$ cat config.mk
export PLATFORM = sky130hd
export DESIGN_NAME = dims_node
export DESIGN_NICKNAME = d
export VERILOG_FILES = /design/src/rtl/dims_pkg.sv /design/src/rtl/dims_celem.sv /design/src/rtl/dims_or_plane.sv /design/src/rtl/dims_rail_monitor.sv /design/src/rtl/dims_node.sv
export SDC_FILE = /design/constraint.sdc
export NUM_CORES = 1
export LEC_CHECK = 0
export BUFFER_PORTS_ARGS = -buffer_cell sky130_fd_sc_hd__buf_2
export CAP_MARGIN = 20
export CORE_MARGIN = 1
export CORE_UTILIZATION = 30
export CTS_CLUSTER_DIAMETER = 30
export DETAILED_ROUTE_END_ITERATION = 12
export GPL_TIMING_DRIVEN = 0
export PLACE_DENSITY = 0.55
export SYNTH_ARGS = -nofsm -noshare
export SYNTH_HDL_FRONTEND = slang
export SYNTH_SLANG_ARGS = --single-unit
$ cat constraint.sdc
create_clock -name clk -period 1.3 [get_ports clk]
set_input_delay 0.13 -clock clk [delete_from_list [all_inputs] [get_ports clk]]
set_output_delay 0.13 -clock clk [all_outputs]
set_load 0.05 [all_outputs]
$ cat src/rtl/dims_pkg.sv
package dims_pkg;

  typedef enum logic [1:0] {
    RC_EMPTY = 2'b00,
    RC_ZERO  = 2'b01,
    RC_ONE   = 2'b10,
    RC_BAD   = 2'b11
  } rail_code_e;

  function automatic rail_code_e pack_rails(input logic t, input logic f);
    return rail_code_e'({t, f});
  endfunction

  function automatic logic is_valid_code(input rail_code_e c);
    return (c == RC_ZERO) || (c == RC_ONE);
  endfunction

endpackage

$ cat src/rtl/dims_celem.sv
module dims_celem #(
  parameter int W = 3
) (
  input  logic         clk,
  input  logic         rst_n,
  input  logic [W-1:0] a,
  output logic         q
);

  logic q_r;

  always_ff @(posedge clk or negedge rst_n) begin
    if (!rst_n)      q_r <= 1'b0;
    else if (&a)     q_r <= 1'b1;
    else if (~|a)    q_r <= 1'b0;
  end

  assign q = q_r;


  celem_rise_chk: assert property (@(posedge clk) disable iff (!rst_n)
    $rose(q_r) |-> $past(&a));


  celem_fall_chk: assert property (@(posedge clk) disable iff (!rst_n)
    $fell(q_r) |-> $past(~|a));

endmodule

$ cat src/rtl/dims_or_plane.sv
module dims_or_plane #(
  parameter int M = 8,
  parameter logic [M-1:0] TT = '0
) (
  input  logic [M-1:0] mt,
  output logic         y_t,
  output logic         y_f
);

  logic [M-1:0] on_set;
  logic [M-1:0] off_set;

  for (genvar m = 0; m < M; m++) begin : g_split
    if (TT[m]) begin : g_on
      assign on_set[m]  = mt[m];
      assign off_set[m] = 1'b0;
    end else begin : g_off
      assign on_set[m]  = 1'b0;
      assign off_set[m] = mt[m];
    end
  end

  assign y_t = |on_set;
  assign y_f = |off_set;

endmodule

$ cat src/rtl/dims_rail_monitor.sv
module dims_rail_monitor
  import dims_pkg::*;
#(
  parameter int K = 3
) (
  input  logic         clk,
  input  logic         rst_n,
  input  logic [K-1:0] in_t,
  input  logic [K-1:0] in_f,
  output logic         err
);

  logic [K-1:0] prev_t, prev_f;
  logic [K-1:0] bad_now;
  logic [K-1:0] jump_now;
  logic         err_q;

  for (genvar j = 0; j < K; j++) begin : g_lane
    rail_code_e cur_c, old_c;
    assign cur_c       = pack_rails(in_t[j], in_f[j]);
    assign old_c       = pack_rails(prev_t[j], prev_f[j]);
    assign bad_now[j]  = (cur_c == RC_BAD);
    assign jump_now[j] = is_valid_code(cur_c) && is_valid_code(old_c) && (cur_c != old_c);
  end

  always_ff @(posedge clk or negedge rst_n) begin
    if (!rst_n) begin
      prev_t <= '0;
      prev_f <= '0;
      err_q  <= 1'b0;
    end else begin
      prev_t <= in_t;
      prev_f <= in_f;
      if ((|bad_now) || (|jump_now)) err_q <= 1'b1;
    end
  end

  assign err = err_q;


  bad_code_flag_chk: assert property (@(posedge clk) disable iff (!rst_n)
    (|(in_t & in_f)) |=> err_q);


  err_sticky_chk: assert property (@(posedge clk) disable iff (!rst_n)
    $past(err_q) |-> err_q);

endmodule

$ cat src/rtl/dims_node.sv
module dims_node #(
  parameter int K = 3,
  parameter logic [(1<<K)-1:0] TRUTH = 8'hB2
) (
  input  logic         clk,
  input  logic         rst_n,
  input  logic [K-1:0] in_t,
  input  logic [K-1:0] in_f,
  output logic         out_t,
  output logic         out_f,
  output logic         err
);

  localparam int M = 1 << K;

  logic [M-1:0] mt_hold;

  for (genvar m = 0; m < M; m++) begin : g_minterm
    logic [K-1:0] sel;
    for (genvar j = 0; j < K; j++) begin : g_pick
      if (((m >> j) & 1) == 1) begin : g_t
        assign sel[j] = in_t[j];
      end else begin : g_f
        assign sel[j] = in_f[j];
      end
    end
    dims_celem #(.W(K)) u_c (
      .clk  (clk),
      .rst_n(rst_n),
      .a    (sel),
      .q    (mt_hold[m])
    );
  end

  dims_or_plane #(.M(M), .TT(TRUTH)) u_or (
    .mt (mt_hold),
    .y_t(out_t),
    .y_f(out_f)
  );

  dims_rail_monitor #(.K(K)) u_mon (
    .clk  (clk),
    .rst_n(rst_n),
    .in_t (in_t),
    .in_f (in_f),
    .err  (err)
  );


  no_both_high_chk: assert property (@(posedge clk) disable iff (!rst_n || err)
    !(out_t && out_f));


  leave_empty_chk: assert property (@(posedge clk) disable iff (!rst_n)
    (!$past(out_t | out_f) && (out_t | out_f)) |-> $past(&(in_t | in_f)));


  return_empty_chk: assert property (@(posedge clk) disable iff (!rst_n)
    ($past(out_t | out_f) && !(out_t | out_f)) |-> $past(~|(in_t | in_f)));


  always_comb begin
    if (!rst_n) reset_state_chk: assert (!out_t && !out_f);
  end

endmodule

==> flow_metrics.env <==
export IMPL_power_uw=944.7
export IMPL_cp_slowest_cell="or4_4"
export IMPL_ys_types=18
export IMPL_period_minus_slack_ps=1518
export IMPL_powerDensity_nw_per_um2=1056
export IMPL_irDropWorstVdd_mv=0.4869
export IMPL_path_max_fanout=2
export IMPL_clk_latency_ps=270
export IMPL_required_ps=1170
export IMPL_pwr_share_comb_pct=16.4
export IMPL_syn_area_sq_um=686.9
export IMPL_fillers=214
export IMPL_synth_cells=67
export IMPL_slew_viol_final=0
export IMPL_hold_violations=0
export IMPL_p_leak_nw=0.3976
export IMPL_power_internal_uw=694.1
export IMPL_tightest_slew_ps=334.9
export IMPL_drtIter0Drc=24
export IMPL_max_slew_margin_rel_pct=77.67
export IMPL_overflow=0
export IMPL_endpoint_kind="output port"
export IMPL_cts_sinks=15
export IMPL_critPathArrivalTime_ps=1390
export IMPL_period_share_pct=116.8
export IMPL_dieArea_sq_um=2485
export IMPL_p_switching_uw=250.6
export IMPL_rows=16
export IMPL_grt_max_degree=16
export IMPL_fin_tns_setup_ps=-401.5
export IMPL_start_util_pct=33.31
export IMPL_diodes=0
export IMPL_place_area_sq_um=770.7
export IMPL_grt_pass1_wl_mm=2.428
export IMPL_avgViaCountPerCell=5.034
export IMPL_timing_final_ws_setup_ps=-218.1
export IMPL_rsz0062_at_grt="yes"
export IMPL_ys_warn_count=0
export IMPL_route_vias_total=584
export IMPL_fmax_mhz=658.7
export IMPL_cts_max_level=1
export IMPL_ys_seq_area_share_pct=54.64
export IMPL_antenna_found_initial=0
export IMPL_skew_ps=0.5423
export IMPL_fin_area_sq_um=894.6
export IMPL_criticalPathCategory="register to output port"
export IMPL_pre_cts_slack_ps=48.97
export IMPL_first_pass_iters=4
export IMPL_pwr_share_clk_pct=27.5
export IMPL_io_buffers=10
export IMPL_core_area_sq_um=2062
export IMPL_fin_nets=101
export IMPL_clockRootBuffer="clkbuf_4"
export IMPL_drc=0
export IMPL_place_congestion=0.6872
export IMPL_crit_path_cell_trace="or4_4, buf_6"
export IMPL_clk_pin_slew_ps=90
export IMPL_drv_cap=0
export IMPL_failed_checks="setup timing"
export IMPL_ys_ff_latch=15
export IMPL_critPathTopFamily="simple AND/OR/NAND/NOR gates"
export IMPL_drive_above_1_share_pct=26.97
export IMPL_postRouteAntennaNets=0
export IMPL_fin_cells=116
export IMPL_hpwl_um=930.8
export IMPL_setup_viol=2
export IMPL_io_pins=11
export IMPL_cts_buffers=3
export IMPL_hp_class="primary input to register"
export IMPL_cp_num_buf_inv=1
export IMPL_wl_per_cell_um=12.58
export IMPL_grt_use_total_pct=13.03
export IMPL_grt_pass1_vias=576
export IMPL_cts_tree="yes"
export IMPL_cpPeakStageDelay_ps=550
export IMPL_syn_nets=78
export IMPL_switching_share_pct=26.53
export IMPL_status="finished with violations"
export IMPL_cts_buffer_depth=2
export IMPL_fp_dieH_um=49.85
export IMPL_wl_mm=1.459
export IMPL_place_inst=104
export IMPL_area_growth_syn_to_layout_pct=30.24
export IMPL_start_kind="register"
export IMPL_syn_area_per_cell_sq_um=10.25
export IMPL_p_seq_share_pct=56.1
export IMPL_dieWidth_um=49.85
-- routing by layer --
layer / part of all wire [%] / vias up / global-route usage [%] / wire, um
met3: 4.0 / 2 / 2.778 / 58
li1: - / 284 / - / -
met1: 43 / 288 / 15.53 / 633
met5: 0 / - / 0 / 0
met2: 52 / 10 / 22.97 / 757
met4: 0.69 / 0 / 4.286 / 10
-- metrics by stage --
step	hold slack [ps]	util [%]
finish	66.71	43.39
global route	49.36	43.39
CTS	48.18	42.54
detailed placement	51.94	37.38
global placement	54.60	37.38
floorplan	-165.6	-
-- layout make-up --
cell class / instances / area [sq um] / area share, %
Clock buffer: 3 / 22.52 / 2.517
Clock inverter: 1 / 5.005 / 0.5594
Sequential cell: 15 / 375.4 / 41.96
Tap cell: 27 / 33.78 / 3.776
Buffer: 2 / 16.27 / 1.818
Multi-Input combinational cell: 45 / 290.3 / 32.45
Timing Repair Buffer: 18 / 132.6 / 14.83
Inverter: 5 / 18.77 / 2.098
-- cell families (layout without fill, tap and decap cells) --
| kind of cell | count (synthesis) | count (layout) | synth area share, % |
|---|---|---|---|
| compound gates | 30 | 30 | 23.68 |
| flops | 15 | 15 | 54.64 |
| simple gates | 12 | 12 | 11.66 |
| buf+inv | 7 | 29 | 4.554 |
| fa+ha+maj | 3 | 3 | 5.465 |
-- power by group through the flow --
stage	sequential [mW]	clock [mW]	combinational, mW
after floorplan	0.531	0	0.0716
after global placement	0.536	0	0.115
after detailed placement	0.537	0	0.120
after CTS	0.527	0.270	0.148
after global routing	0.535	0.293	0.175
final	0.530	0.260	0.155
-- worst paths after layout --
check | from | endpoint | slack (ps) | cells past startpoint
setup / recovery | g_minterm[2].u_c.q | out_f | -220 | 2
hold / removal | in_f[0] | u_mon.prev_f[0] | 70 | 1
setup reg to reg | u_mon.prev_f[2] | u_mon.err | 360 | 4
hold reg to reg | u_mon.err | u_mon.err | 490 | 2
max in group asynchronous | rst_n | g_minterm[0].u_c.q | 780 | 2
min in group asynchronous | rst_n | u_mon.prev_t[0] | 280 | 2
-- sequential cells by signal (all words and copies together), names as in the netlist --
name	count
g_minterm.u_c.q	8
u_mon.err	1
u_mon.prev_t	3
u_mon.prev_f	3
-- timing repair --
item / in CTS / in global routing
buffers inserted: 3 / 1
gates resized for setup: 5 / 4
endpoints found under the setup margin: 2 / 3
hold endpoints to repair: 18 / 0
gates cloned: 0 / 0
pin swaps: 1 / 2
hold buffers: 4 / 0
-- synth_stat cells (all sizes together) --
| cell | instances | area (sq um) |
|---|---|---|
| a211oi | 1 | 7.510 |
| a22oi | 1 | 7.510 |
| ha | 3 | 37.54 |
| and2b | 2 | 16.27 |
| nand3 | 1 | 5.000 |
| nand2b | 4 | 25.02 |
| o211a | 1 | 10.01 |
| nor2b | 2 | 12.51 |
| o21ai | 17 | 85.08 |
| o22ai | 2 | 12.51 |
| dfrtp | 15 | 375.4 |
| or4 | 2 | 15.01 |
| inv | 5 | 18.77 |
| buf | 2 | 12.51 |
| a21oi | 8 | 40.04 |
| nor4 | 1 | 6.260 |
-- placed cells by master, fill, tap and decap left out, drive strengths merged --
| master | Yosys | routed |
|---|---|---|
| ha | 3 | 3 |
| a21oi | 8 | 8 |
| inv | 5 | 5 |
| a211oi | 1 | 1 |
| o211a | 1 | 1 |
| buf | 2 | 16 |
| and2b | 2 | 2 |
| clkinv | 0 | 1 |
| dfrtp | 15 | 15 |
| nor2b | 2 | 2 |
| nand3 | 1 | 1 |
| nor4 | 1 | 1 |
| clkbuf | 0 | 3 |
| o21ai | 17 | 17 |
| o22ai | 2 | 2 |
| or4 | 2 | 2 |
| nand2b | 4 | 4 |
| a22oi | 1 | 1 |
| dlygate4sd3 | 0 | 4 |
Note: power is estimated with default switching activity, not from simulation.
